$ cat src/rtl/bmt_pkg.sv
package bmt_pkg;
    typedef enum logic {
        TAG_FREE    = 1'b0,
        TAG_PENDING = 1'b1
    } tag_state_e;
endpackage

$ cat src/rtl/bmt_tag_pick.sv
module bmt_tag_pick #(
    parameter int NUM_TAGS = 4
) (
    input  logic [NUM_TAGS-1:0] busy,
    output logic [NUM_TAGS-1:0] pick,
    output logic                full
);
    always_comb begin
        logic found;
        found = 1'b0;
        pick  = '0;
        for (int i = 0; i < NUM_TAGS; i++) begin
            if (!busy[i] && !found) begin
                pick[i] = 1'b1;
                found   = 1'b1;
            end
        end
    end

    assign full = &busy;
endmodule

$ cat src/rtl/bmt_tag_slot.sv
module bmt_tag_slot
    import bmt_pkg::*;
#(
    parameter int NUM_TAGS = 4,
    parameter int IDX      = 0
) (
    input  logic                clk,
    input  logic                rst_n,
    input  logic                alloc,
    input  logic [NUM_TAGS-1:0] release_vec,
    input  logic [NUM_TAGS-1:0] snapshot,
    output logic                busy,
    output logic [NUM_TAGS-1:0] older
);
    tag_state_e state_q, state_d;

    always_ff @(posedge clk) begin
        if (!rst_n) begin
            state_q <= TAG_FREE;
        end else begin
            state_q <= state_d;
        end
    end

    always_comb begin
        state_d = state_q;
        unique case (state_q)
            TAG_FREE:    if (alloc)            state_d = TAG_PENDING;
            TAG_PENDING: if (release_vec[IDX]) state_d = TAG_FREE;
            default:                           state_d = TAG_FREE;
        endcase
    end

    always_ff @(posedge clk) begin
        if (!rst_n) begin
            older <= '0;
        end else if (alloc) begin
            older <= snapshot;
        end else begin
            older <= older & ~release_vec;
        end
    end

    assign busy = (state_q == TAG_PENDING);

    AST_NO_DOUBLE_ALLOC: assert property (@(posedge clk) disable iff (!rst_n)
        alloc |-> (state_q == TAG_FREE));
endmodule

$ cat src/rtl/bmt_ins_table.sv
module bmt_ins_table #(
    parameter int NUM_TAGS  = 4,
    parameter int NUM_SLOTS = 8,
    localparam int SLOT_W   = $clog2(NUM_SLOTS)
) (
    input  logic                          clk,
    input  logic                          rst_n,
    input  logic                          disp_valid,
    input  logic [SLOT_W-1:0]             disp_slot,
    input  logic [NUM_TAGS-1:0]           disp_mask,
    input  logic [NUM_TAGS-1:0]           kill_vec,
    input  logic [NUM_TAGS-1:0]           clear_vec,
    output logic [NUM_SLOTS-1:0]          valid_o,
    output logic [NUM_SLOTS*NUM_TAGS-1:0] mask_o
);
    for (genvar e = 0; e < NUM_SLOTS; e++) begin : g_entry
        logic                vld_q;
        logic [NUM_TAGS-1:0] msk_q;
        logic                hit;

        assign hit = disp_valid && (disp_slot == SLOT_W'(e));

        always_ff @(posedge clk) begin
            if (!rst_n) begin
                vld_q <= 1'b0;
                msk_q <= '0;
            end else if (hit) begin
                vld_q <= 1'b1;
                msk_q <= disp_mask;
            end else begin
                if (|(msk_q & kill_vec)) vld_q <= 1'b0;
                msk_q <= msk_q & ~clear_vec;
            end
        end

        assign valid_o[e]                      = vld_q;
        assign mask_o[e*NUM_TAGS +: NUM_TAGS]  = msk_q;

        AST_KILL_DROPS_ENTRY: assert property (@(posedge clk) disable iff (!rst_n)
            (vld_q && |(msk_q & kill_vec) && !hit) |=> !vld_q);
    end
endmodule

$ cat src/rtl/bmt_tracker.sv
module bmt_tracker #(
    parameter int NUM_TAGS  = 4,
    parameter int NUM_SLOTS = 8,
    localparam int SLOT_W   = $clog2(NUM_SLOTS)
) (
    input  logic                          clk,
    input  logic                          rst_n,
    input  logic                          br_req,
    output logic                          br_stall,
    output logic [NUM_TAGS-1:0]           br_tag,
    input  logic                          ins_valid,
    input  logic [SLOT_W-1:0]             ins_slot,
    output logic [NUM_TAGS-1:0]           ins_mask,
    input  logic                          res_valid,
    input  logic [NUM_TAGS-1:0]           res_tag,
    input  logic                          res_mispredict,
    output logic [NUM_TAGS-1:0]           kill_vec,
    output logic [NUM_TAGS-1:0]           clear_vec,
    output logic [NUM_TAGS-1:0]           cur_mask,
    output logic [NUM_SLOTS-1:0]          slot_valid,
    output logic [NUM_SLOTS*NUM_TAGS-1:0] slot_mask
);
    logic [NUM_TAGS-1:0] busy;
    logic [NUM_TAGS-1:0] older [NUM_TAGS];
    logic [NUM_TAGS-1:0] younger;
    logic [NUM_TAGS-1:0] release_vec;
    logic [NUM_TAGS-1:0] pick;
    logic                full;
    logic                grant;

    bmt_tag_pick #(.NUM_TAGS(NUM_TAGS)) i_pick (
        .busy (busy),
        .pick (pick),
        .full (full)
    );

    assign grant = br_req && !full;

    for (genvar t = 0; t < NUM_TAGS; t++) begin : g_tag
        bmt_tag_slot #(.NUM_TAGS(NUM_TAGS), .IDX(t)) i_slot (
            .clk         (clk),
            .rst_n       (rst_n),
            .alloc       (grant && pick[t]),
            .release_vec (release_vec),
            .snapshot    (busy & ~release_vec),
            .busy        (busy[t]),
            .older       (older[t])
        );
        assign younger[t] = busy[t] && |(older[t] & res_tag);
    end

    assign kill_vec    = (res_valid &&  res_mispredict) ? (res_tag | younger) : '0;
    assign clear_vec   = (res_valid && !res_mispredict) ? res_tag : '0;
    assign release_vec = kill_vec | clear_vec;

    assign ins_mask = busy & ~release_vec;
    assign cur_mask = busy;
    assign br_stall = full;
    assign br_tag   = pick;

    bmt_ins_table #(.NUM_TAGS(NUM_TAGS), .NUM_SLOTS(NUM_SLOTS)) i_table (
        .clk        (clk),
        .rst_n      (rst_n),
        .disp_valid (ins_valid),
        .disp_slot  (ins_slot),
        .disp_mask  (ins_mask),
        .kill_vec   (kill_vec),
        .clear_vec  (clear_vec),
        .valid_o    (slot_valid),
        .mask_o     (slot_mask)
    );

    AST_FULL_REFUSES: assert property (@(posedge clk) disable iff (!rst_n)
        (br_req && br_stall) |=> ((cur_mask & ~$past(cur_mask)) == '0));
    AST_CLEAR_FREES: assert property (@(posedge clk) disable iff (!rst_n)
        (res_valid && !res_mispredict) |=> ((cur_mask & $past(res_tag)) == '0));
    AST_KILL_FREES: assert property (@(posedge clk) disable iff (!rst_n)
        (res_valid && res_mispredict) |=> ((cur_mask & $past(kill_vec)) == '0));

    for (genvar s = 0; s < NUM_SLOTS; s++) begin : g_live
        AST_MASK_LIVE: assert property (@(posedge clk) disable iff (!rst_n)
            slot_valid[s] |-> ((slot_mask[s*NUM_TAGS +: NUM_TAGS] & ~cur_mask) == '0));
    end
endmodule

$ cat config.mk
export PLATFORM = sky130hd
export DESIGN_NAME = bmt_tracker
export DESIGN_NICKNAME = d
export VERILOG_FILES = /design/src/rtl/bmt_pkg.sv /design/src/rtl/bmt_tag_pick.sv /design/src/rtl/bmt_tag_slot.sv /design/src/rtl/bmt_ins_table.sv /design/src/rtl/bmt_tracker.sv
export SDC_FILE = /design/constraint.sdc
export NUM_CORES = 1
export LEC_CHECK = 0
export BUFFER_PORTS_ARGS = -buffer_cell sky130_fd_sc_hd__buf_2
export CAP_MARGIN = 20
export CORE_ASPECT_RATIO = 0.6
export CORE_MARGIN = 8
export CORE_UTILIZATION = 53
export DETAILED_ROUTE_END_ITERATION = 8
export GPL_TIMING_DRIVEN = 0
export PLACE_DENSITY = 0.85
export SLEW_MARGIN = 10
export SYNTH_ARGS = -nofsm -noshare
export SYNTH_HDL_FRONTEND = slang
export SYNTH_HIERARCHICAL = 1
export SYNTH_SLANG_ARGS = --single-unit
$ cat constraint.sdc
create_clock -name clk -period 1.9 [get_ports clk]
set_input_delay 0.095 -clock clk [delete_from_list [all_inputs] [get_ports clk]]
set_output_delay 0.095 -clock clk [all_outputs]
set_load 0.1 [all_outputs]
==> impl_results.md <==
- Routed met2 length: 3920 um
- Ys Warns: 6
- ANT nets after route: 0
- DR pass1 iterations: 5
- Clock Latency Late Sink: 310 ps
- Share of layout cells above drive strength 1: 0.394
- Final hold slack: 230 ps
- Req. time, crit path: 2140 ps
- Final hold vios: 0
- Synthesis-to-layout area growth: 27.3%
- Clk_skew: 4.76 ps
- Worst Tran Pin Value: 651 ps
- Max Buffers Root-to-Sink: 2
- Worst Setup End Kind: flip-flop
- Uppermost layer routed: met4
- Slowest stage delay, CP: 390 ps
- TritonCTS Buffers: 5
- Die extent in y: 73.6 um
- Final Max Slew Viols: 0
- Highest Clock Rate: 541 MHz
- Cts hold-fix bufs: 0
- Max IR drop VDD: 0.000324 V
- Worst rel slew slack: 0.562
- TNS Setup: 0 ps
- Final setup vio count: 0
- Status: completed
- Hpwl dp: 6550 um
- Placement Setup Slack: -79.3 ps
- Antenna diodes: 0
- Row count: 21
- Core box area: 5470 um2
- Cell Area, Synth: 2930 um2
- Die ar.: 8250 um2
- Via Count: 2795
- First-pass GRT wire length: 14400 um
- Slowest cell on the critical path: a222oi_1
- R2R Setup Slk: 50 ps
- Gr usage total: 0.219
- Worst Hold Launch: rst_n
- Worst reg2reg startpoint: g_tag[1].i_slot/older[0]
- Cell repeated most along the worst path: a222oi_1
- Most common cell after layout, fill and taps aside: buf_2
- Critical path class: flip-flop to flip-flop
- P_leak: 0.00152 uW
- Detailed Route Iter0 Violations: 279
- Number of cells on the worst reg-to-reg path: 8
- RSZ-0062 raised after global routing: true
- Initial antenna violation count: 0
- Initial Util: 0.536
- Pwr/cell area: 662 nW/um2
- Layout Nets: 406
- Net Count, Synth: 320
- Die Width: 112 um
- Routed WL: 8950 um
- Worst hold stages: 2
- DR WL met3: 1070 um
- Critical path fanouts, max: 8
- Max Cap Viol: 0
- Vias in the first global route: 2721
- Crit. Startpoint: g_tag[1].i_slot/older[0]
- Gp weighted congestion: 0.885
- Worst Path Arrival: 2090 ps
- Tmin final: 1850 ps
- Root Driver: clkbuf_8
- Synth Area per Inst: 9.55 um2
- CTS tree: done
- Largest net degree at the start of global routing: 21
- Clk pin slew, worst setup/hold paths: 100 ps
- GRT overflow: 0
- Via-per-instance ratio: 6.05
- Drt drc: 0
- H-tree levels: 2
- Post-Synthesis Cells: 307
- Clk sinks: 56
- Type of the worst min-delay path: primary input to flip-flop
- Crit start category: flip-flop
- WL/cell: 19.4 um
- Commonest non-fill, non-tap cells in the layout: buf_2, dfxtp_1, nand2_1, buf_4, a21boi_0
- PortBufs: 72
- Worst-path cell chain: a222oi_1 -> buf_4 -> buf_6 -> o21ai_4 -> buf_8 -> a222oi_1 -> nand3_1 -> a21boi_1
- Fin crit share: 0.972
- M1 wire length: 3840 um
- IO Pins: 74
- Setup WS post-layout: 53.0 ps
==> stage by stage <==
step	total power, uW	cell area (um2)	cells	util
floorplan	1580	3090	307	-
global placement	1680	3540	448	0.648
detailed placement	1690	3540	448	0.648
CTS	2470	3710	462	0.679
global route	2550	3730	462	0.683
finish	2470	3730	462	0.683
==> final timing paths <==
check / to
worst min-delay path: g_tag[1].i_slot/busy
worst min register to register: i_table/g_entry[5].vld_q
worst max register to register: i_table/g_entry[6].vld_q
worst max-delay path: i_table/g_entry[6].vld_q
==> per-layer routing <==
metal / track usage / up-vias
li1: - / 1305
met1: 0.301 / 1318
met2: 0.330 / 156
met3: 0.0632 / 16
met4: 0.0519 / 0
met5: 0 / -
==> sequential cells by signal, summed over array words and instances (netlist names) <==
signal and flops:
g_tag.i_slot/busy 4, g_tag.i_slot/older 12, i_table/g_entry.msk_q 32, i_table/g_entry.vld_q 8
==> power breakdown <==
group	leakage, uW	internal, uW	switching, uW	total (uW)
registers	0.000456	1180	16.0	1200
clock network	0.0000606	414	385	799
logic	0.00100	123	348	472
total	0.00152	1720	750	2470
==> timing repair <==
action / 4_1_cts / 5_1_grt
setup endpoints to repair: 19 / 10
resized for setup: 1 / 8
cloned: 0 / 0
setup buffers: 7 / 0
pin swaps: 4 / 6
==> critical path, delay by kind of cell (launching register included) <==
kind / cells / cell delay [ps]
AO/OA/AOI/OAI: 4 / 890
buffers and inverters: 3 / 430
flip-flops: 1 / 330
AND/OR/NAND/NOR: 1 / 120
==> final cells by class <==
cell class	instances	area, um2
fill	448	1730
multi-input combinational	217	1690
sequential	56	1140
timing repair buffer	79	428
buffer	33	265
clock buffer	7	119
tap	69	86.3
inverter	1	3.75
No activity file was read; power rests on OpenSTA's default activity.
